<file path="src/rtl/irqResolver_pkg.sv">
package irqResolver_pkg;

  localparam int SUM_W      = 21;
  localparam int BANK_W     = 32;
  localparam int NUM_W      = 7;
  localparam int LINE_W     = 5;
  localparam int LOC_N      = 8;
  localparam int FLAG_A_POS = 8;
  localparam int FLAG_B_POS = 9;
  localparam int SHA_LO     = 10;
  localparam int SHA_N      = 5;
  localparam int SHB_LO     = SHA_LO + SHA_N;
  localparam int SHB_N      = 6;
  localparam int TBL_W      = SHB_N * LINE_W;
  localparam int BANKA_BASE = LOC_N;
  localparam int BANKB_BASE = BANKA_BASE + BANK_W;

  // Bank line mirrored by each shortcut bit, lowest shortcut bit in the lowest slot.
  localparam logic [SHA_N*LINE_W-1:0] SHA_LINES = {5'd19, 5'd18, 5'd10, 5'd9, 5'd7};
  localparam logic [SHB_N*LINE_W-1:0] SHB_LINES = {5'd30, 5'd25, 5'd24, 5'd23, 5'd22, 5'd21};

  function automatic logic [LINE_W-1:0] lineAt(input logic [TBL_W-1:0] tbl, input int n,
                                               input int idx);
    logic [LINE_W-1:0] r;
    r = '0;
    for (int i = 0; i < SHB_N; i++)
      if (i < n && i == idx) r = tbl[i*LINE_W +: LINE_W];
    return r;
  endfunction

  function automatic logic [BANK_W-1:0] maskOf(input logic [TBL_W-1:0] tbl, input int n);
    logic [BANK_W-1:0] m;
    m = '0;
    for (int i = 0; i < SHB_N; i++)
      if (i < n) m[tbl[i*LINE_W +: LINE_W]] = 1'b1;
    return m;
  endfunction

  localparam logic [BANK_W-1:0] MASK_A = maskOf(TBL_W'(SHA_LINES), SHA_N);
  localparam logic [BANK_W-1:0] MASK_B = maskOf(TBL_W'(SHB_LINES), SHB_N);

  typedef struct packed {
    logic locHit;
    logic shAHit;
    logic shBHit;
    logic bkAHit;
    logic bkBHit;
  } hitFlags_t;

  typedef struct packed {
    logic selLoc;
    logic selShA;
    logic selShB;
    logic selBkA;
    logic selBkB;
  } stageSel_t;

endpackage

</file>
<file path="src/rtl/irqLsbEncoder.sv">
module irqLsbEncoder #(
  parameter int W = 32,
  localparam int IW = (W > 1) ? $clog2(W) : 1
) (
  input  logic [W-1:0]  vec,
  output logic [IW-1:0] idx,
  output logic          any
);
  always_comb begin
    idx = '0;
    any = |vec;
    for (int i = W - 1; i >= 0; i--)
      if (vec[i]) idx = IW'(i);
  end
endmodule

</file>
<file path="src/rtl/irqResolverCtrl.sv">
module irqResolverCtrl
  import irqResolver_pkg::*;
(
  input  hitFlags_t hits,
  output stageSel_t sel
);
  always_comb begin
    sel = '0;
    if (hits.locHit)      sel.selLoc = 1'b1;
    else if (hits.shAHit) sel.selShA = 1'b1;
    else if (hits.shBHit) sel.selShB = 1'b1;
    else if (hits.bkAHit) sel.selBkA = 1'b1;
    else if (hits.bkBHit) sel.selBkB = 1'b1;
  end
endmodule

</file>
<file path="src/rtl/irqResolverDp.sv">
module irqResolverDp
  import irqResolver_pkg::*;
(
  input  logic             clk,
  input  logic             rstN,
  input  logic [SUM_W-1:0] sumWord,
  input  logic [BANK_W-1:0] bankAWord,
  input  logic [BANK_W-1:0] bankBWord,
  input  stageSel_t        sel,
  output hitFlags_t        hits,
  output logic [NUM_W-1:0] irqNum,
  output logic             irqValid
);
  localparam int LOC_IW  = $clog2(LOC_N);
  localparam int SHA_IW  = $clog2(SHA_N);
  localparam int SHB_IW  = $clog2(SHB_N);
  localparam int BANK_IW = $clog2(BANK_W);

  logic [LOC_IW-1:0]  locIdx;
  logic [SHA_IW-1:0]  shAIdx;
  logic [SHB_IW-1:0]  shBIdx;
  logic [BANK_IW-1:0] bkAIdx, bkBIdx;
  logic               locAny, shAAny, shBAny, bkAAny, bkBAny;
  logic [BANK_W-1:0]  bkAMasked, bkBMasked;

  assign bkAMasked = bankAWord & ~MASK_A;
  assign bkBMasked = bankBWord & ~MASK_B;

  irqLsbEncoder #(.W(LOC_N)) locEnc_i (
    .vec(sumWord[LOC_N-1:0]), .idx(locIdx), .any(locAny));
  irqLsbEncoder #(.W(SHA_N)) shAEnc_i (
    .vec(sumWord[SHA_LO +: SHA_N]), .idx(shAIdx), .any(shAAny));
  irqLsbEncoder #(.W(SHB_N)) shBEnc_i (
    .vec(sumWord[SHB_LO +: SHB_N]), .idx(shBIdx), .any(shBAny));
  irqLsbEncoder #(.W(BANK_W)) bkAEnc_i (
    .vec(bkAMasked), .idx(bkAIdx), .any(bkAAny));
  irqLsbEncoder #(.W(BANK_W)) bkBEnc_i (
    .vec(bkBMasked), .idx(bkBIdx), .any(bkBAny));

  always_comb begin
    hits.locHit = locAny;
    hits.shAHit = shAAny;
    hits.shBHit = shBAny;
    hits.bkAHit = sumWord[FLAG_A_POS] & bkAAny;
    hits.bkBHit = sumWord[FLAG_B_POS] & bkBAny;
  end

  logic [NUM_W-1:0] numLoc, numShA, numShB, numBkA, numBkB, nxtNum;
  logic             nxtValid;

  always_comb begin
    numLoc = NUM_W'(locIdx);
    numShA = NUM_W'(BANKA_BASE) + NUM_W'(lineAt(TBL_W'(SHA_LINES), SHA_N, int'(shAIdx)));
    numShB = NUM_W'(BANKB_BASE) + NUM_W'(lineAt(TBL_W'(SHB_LINES), SHB_N, int'(shBIdx)));
    numBkA = NUM_W'(BANKA_BASE) + NUM_W'(bkAIdx);
    numBkB = NUM_W'(BANKB_BASE) + NUM_W'(bkBIdx);
  end

  always_comb begin
    nxtValid = |sel;
    nxtNum   = '0;
    if (sel.selLoc) nxtNum = numLoc;
    if (sel.selShA) nxtNum = numShA;
    if (sel.selShB) nxtNum = numShB;
    if (sel.selBkA) nxtNum = numBkA;
    if (sel.selBkB) nxtNum = numBkB;
  end

  always_ff @(posedge clk or negedge rstN) begin
    if (!rstN) begin
      irqValid <= 1'b0;
      irqNum   <= '0;
    end else begin
      irqValid <= nxtValid;
      irqNum   <= nxtNum;
    end
  end
endmodule

</file>
<file path="src/rtl/irqResolver.sv">
module irqResolver
  import irqResolver_pkg::*;
(
  input  logic              clk,
  input  logic              rstN,
  input  logic [SUM_W-1:0]  sumWord,
  input  logic [BANK_W-1:0] bankAWord,
  input  logic [BANK_W-1:0] bankBWord,
  output logic [NUM_W-1:0]  irqNum,
  output logic              irqValid
);
  hitFlags_t hits;
  stageSel_t sel;

  irqResolverCtrl ctrl_i (.hits(hits), .sel(sel));

  irqResolverDp dp_i (
    .clk(clk), .rstN(rstN), .sumWord(sumWord), .bankAWord(bankAWord),
    .bankBWord(bankBWord), .sel(sel), .hits(hits), .irqNum(irqNum),
    .irqValid(irqValid));
endmodule

</file>
<file path="config.mk">
export PLATFORM = sky130hd
export DESIGN_NAME = irqResolver
export DESIGN_NICKNAME = d
export VERILOG_FILES = /design/src/rtl/irqResolver_pkg.sv /design/src/rtl/irqLsbEncoder.sv /design/src/rtl/irqResolverCtrl.sv /design/src/rtl/irqResolverDp.sv /design/src/rtl/irqResolver.sv
export SDC_FILE = /design/constraint.sdc
export NUM_CORES = 1
export LEC_CHECK = 0
export CORE_UTILIZATION = 35
export DETAILED_ROUTE_END_ITERATION = 8
export HOLD_SLACK_MARGIN = 0.02
export PLACE_DENSITY = 0.79
export SETUP_SLACK_MARGIN = 0.2
export SLEW_MARGIN = 25
export SYNTH_ARGS = -nofsm -noshare
export SYNTH_HDL_FRONTEND = slang
export SYNTH_SLANG_ARGS = --single-unit
</file>
<file path="constraint.sdc">
create_clock -name clk -period 0.8 [get_ports clk]
set_input_delay 0.16 -clock clk [delete_from_list [all_inputs] [get_ports clk]]
set_output_delay 0.16 -clock clk [all_outputs]
set_load 0.02 [all_outputs]
</file>
==> results of run 1 <==
==> per-stage QoR <==
step	std cells	instance area (um^2)	hold slack, ns
global placement	433	2980	0.438
detailed placement	433	2980	0.451
floorplan	200	1310	-0.136
CTS	448	3250	0.211
==> metal layers <==
metal | track usage [%] | overflow
met2 | 96.9 | 52
met5 | 0 | 0
met4 | 83.7 | 26
met1 | 61.1 | 0
met3 | 37.7 | 0
==> synthesized netlist by cell type (3+ instances only) <==
cell type	n	area share, %
o21a_1	4	2.3
nand3_1	7	2.7
inv_1	13	3.7
o31ai_1	7	4.0
ha_1	4	3.8
a31oi_1	5	2.4
nor2_1	39	11
nand4_1	4	1.9
or3_1	3	1.4
nand2_1	15	4.3
a21oi_1	14	5.4
dfrtp_1	8	15
o21ai_0	9	3.4
nand2b_1	5	2.4
a211oi_1	5	2.9
nor4_1	13	6.2
nor3_1	13	5.0
==> cells by family after synthesis <==
logic type                 Yosys count  share of synthesized area [%]
adders and majority gates            4                           3.83
muxes                                1                           1.15
and+or+nand+nor                    112                           43.6
other                                1                          0.287
AOI/OAI and AO/OA                   61                           32.1
buffers and inverters               13                           3.73
DFF                                  8                           15.3
==> what timing repair did <==
item,CTS
pin swaps,38
setup endpoints to repair,16
endpoints found under the hold margin,0
gates cloned,0
setup buffers,12
gates resized for setup,231
==> out/metrics.yaml, run 1 <==
root_buffer: "clkbuf_8"
ys_seq_area_share_pct: 15.3
async_reset_ff_share_pct: 100
synthFlopType: "dfrtp_1"
clockBufferDepth: 2
gr-total-overflow: 78
routabilityCongestion: 0.910
grt_start_max_net_pins: 9
die_width_um: 63.1
first-error: "[ERROR GRT-0232] Routing congestion too high. Check the congestion heatmap in the GUI."
initial_utilization_pct: 37.7
grt.total_usage_pct: 67.6
synth_warnings: 0
netlist_area_um2: 1310
synth_seq_cells: 8
status: "aborted with a tool error"
cts.sinks: 8
synth_cells: 200
io_buffers: 83
syn_nets: 291
htree_levels: 1
grt_worst_setup_endpoint: "dp_i.irqNum[4]$_DFF_PN0_/D"
postCtsHoldBufs: 0
cts_made_buffers: 3
lastStage: "5_1_grt"
chipHeight_um: 63.1
num_io_pins: 95
dp_slack_ns: -1.60
yosysUniqueCellTypes: 42
dp_hpwl_um: 4960
worst-ep-kind: "register input"
rows: 21
synth_edf_count: 0
syn_area_per_cell_um2: 6.54
==> inputs of run 2 (changes only) <==
CORE_UTILIZATION = 20   (was 35)
HOLD_SLACK_MARGIN = default   (was 0.02)
PLACE_DENSITY = default   (was 0.79)
PLACE_DENSITY_LB_ADDON = 0.15   (was default)
SETUP_SLACK_MARGIN = default   (was 0.2)
==> out/metrics.yaml, run 2 <==
rsz0062_at_grt: "yes"
root_buffer: "clkbuf_8"
reg_top3: "dp_i.irqNum (7), dp_i.irqValid (1)"
async_reset_ff_share_pct: 100
fill_cells: 642
max_flop_register: "dp_i.irqNum"
worst-path-buf-inv: 1
end_kind: "flip-flop"
hold_violations: 0
path_delay_family: "simple AND/OR/NAND/NOR gates"
drt_iter0_markers: 62
synthFlopType: "dfrtp_1"
pwr-share-comb_pct: 56.4
yosysTopAreaCell: "dfrtp_1"
violations: "setup timing"
netlist_top_cells_count: "nor2_1 (39), nand2_1 (15), a21oi_1 (14)"
layout-drive-gt1-share_pct: 51.5
htree_levels: 1
largest_register_ffs: 7
cts.sinks: 8
crit_fanout: 4
worstPathArrival_ns: 1.94
final_cells: 487
hp-class: "in -> async"
busiest_layer: "met2"
num_antenna_cells: 0
period_needed_ns: 1.84
grt_pass1_wl_um: 9910
final_cell_area_um2: 3400
crit_start: "bankAWord[28]"
cts_made_buffers: 3
synthTopCellsByArea: "dfrtp_1 (15%), nor2_1 (11%), nor4_1 (6.2%)"
synth_edf_count: 0
intPower_w: 0.00140
dieArea_um2: 6860
die_width_um: 82.9
synth_seq_cells: 8
routed_wl_um: 5850
dp_hpwl_um: 4750
yosysMostFrequentCell: "nor2_1"
grt.total_usage_pct: 16.9
grt_pass1_vias: 2356
power_frac_clock_pct: 22.9
firstDrtPassIters: 4
vias: 2295
gr-usage-met3_pct: 1.79
crit_cells: 5
synth_warnings: 0
required_ns: 0.90
gr-total-overflow: 0
ant_nets: 0
initial_utilization_pct: 20.7
clk_pin_slew_ns: 0.04
layout.cells.most_common: "buf_4"
routabilityCongestion: 0.836
vdd_drop_max_mv: 0.488
fin_crit_sh_pct: 229
num_io_pins: 95
seqPwrFrac_pct: 20.8
multi_input_area_um2: 1340
avgViaCountPerCell: 4.71
path_class: "in -> reg"
syn_to_final_growth_pct: 160
critPathLaunchType: "input port"
grt_use_met2_pct: 31.5
setup_ws_ns: -1.04
rows: 29
antenna_found_initial: 0
ys_seq_area_share_pct: 15.3
yosysUniqueCellTypes: 42
core_um2: 6310
p_sw_w: 0.000612
syn_area_per_cell_um2: 6.54
power_leakage_nw: 1.59
cap_violations: 0
syn_nets: 291
grt_start_max_net_pins: 9
power_density_nw_per_um2: 593
status: "finished, violations left"
clockBufferDepth: 2
chipHeight_um: 82.9
cts_tree: "built"
fmax_ghz: 0.545
routedWlPerCell_um: 12.0
crit_chain: "buf_6, or4_4, o41a_4, nor3_4, mux2_4"
critPathCapture: "dp_i.irqNum[4]"
netlist_area_um2: 1310
setup_violations: 16
maxSlewViolCount: 0
drcViolationCount: 0
globalRouteMet1Util_pct: 20.9
cpPeakStageDelay_ns: 0.56
final_net_count: 503
layout_common_cells: "buf_4 (121), nor2_1 (34), dlygate4sd2_1 (23), buf_6 (17)"
io_buffers: 83
ff_latch_area_um2: 200
fin_util_pct: 53.8
finalPower_w: 0.00201
switching_share_pct: 30.4
synth_cells: 200
placed_cell_area_um2: 3040
yosys.area.top_type_share_pct: 15.3
cp_slowest_cell: "or4_4"
hold_ws_ns: 0.256
dp.cells: 465
[run 2: cell counts after synthesis]
Identical to the previous run, type by type.
[run 2: cells by family (layout without fill, tap and decap cells)]
family / count (synthesis) / count (layout) / synth area share [%]
AO/OA/AOI/OAI: 61 / 61 / 32.1
buffers and inverters: 13 / 223 / 3.73
AND/OR/NAND/NOR: 112 / 112 / 43.6
flip-flops: 8 / 8 / 15.3
other: 1 / 1 / 0.287
adder cells (fa/ha/maj): 4 / 4 / 3.83
multiplexers: 1 / 1 / 1.15
[run 2: how the worst min path moves through the flow]
stage          slack, ns  from        endpoint  cells past startpoint
2_1_floorplan      -0.14  rstN  dp_i.irqNum[0]                      0
4_1_cts             0.25  rstN  dp_i.irqNum[3]                      2
3_3_place_gp        0.50  rstN  dp_i.irqNum[1]                      2
6_report            0.26  rstN  dp_i.irqNum[3]                      2
3_5_place_dp        0.49  rstN  dp_i.irqNum[1]                      2
5_1_grt             0.28  rstN  dp_i.irqNum[3]                      2
[run 2: power by group through the flow]
stage / combinational, W / sequential (W) / clock (W)
6_report: 0.00114 / 0.000418 / 0.000461
2_1_floorplan: 0.000209 / 0.000432 / 0
3_5_place_dp: 0.00110 / 0.000422 / 0
3_3_place_gp: 0.00109 / 0.000422 / 0
5_1_grt: 0.00124 / 0.000420 / 0.000494
4_1_cts: 0.00112 / 0.000419 / 0.000478
[run 2: layout make-up]
cell class	instances	share of cell area (%)
Sequential cell	8	5.89
Inverter	13	1.44
Timing Repair Buffer	207	49.3
Tap cell	77	2.84
Multi-Input combinational cell	179	39.3
Clock buffer	3	1.22
[run 2: timing repair]
action	4_1_cts	5_1_grt
buffers inserted	15	4
gates resized for setup	247	23
endpoints found under the setup margin	16	16
pin swaps	38	13
hold buffers	0	0
[run 2: per-stage QoR]
step	setup slack (ns)	TNS [ns]
after floorplan	-1.15	-8.11
after global placement	-1.56	-14.11
after detailed placement	-1.62	-14.31
after CTS	-1.02	-8.18
after global routing	-1.09	-9.08
final	-1.04	-8.53
[run 2: layer usage]
metal  share of wire, %  up-vias  wire length (um)
met1                 43     1041              2500
met3                3.5        4               207
met4               0.51        0                30
met5                  0        -                 0
li1                   -     1191                 -
met2                 53       59              3110
No activity file was read; power rests on OpenSTA's default activity.
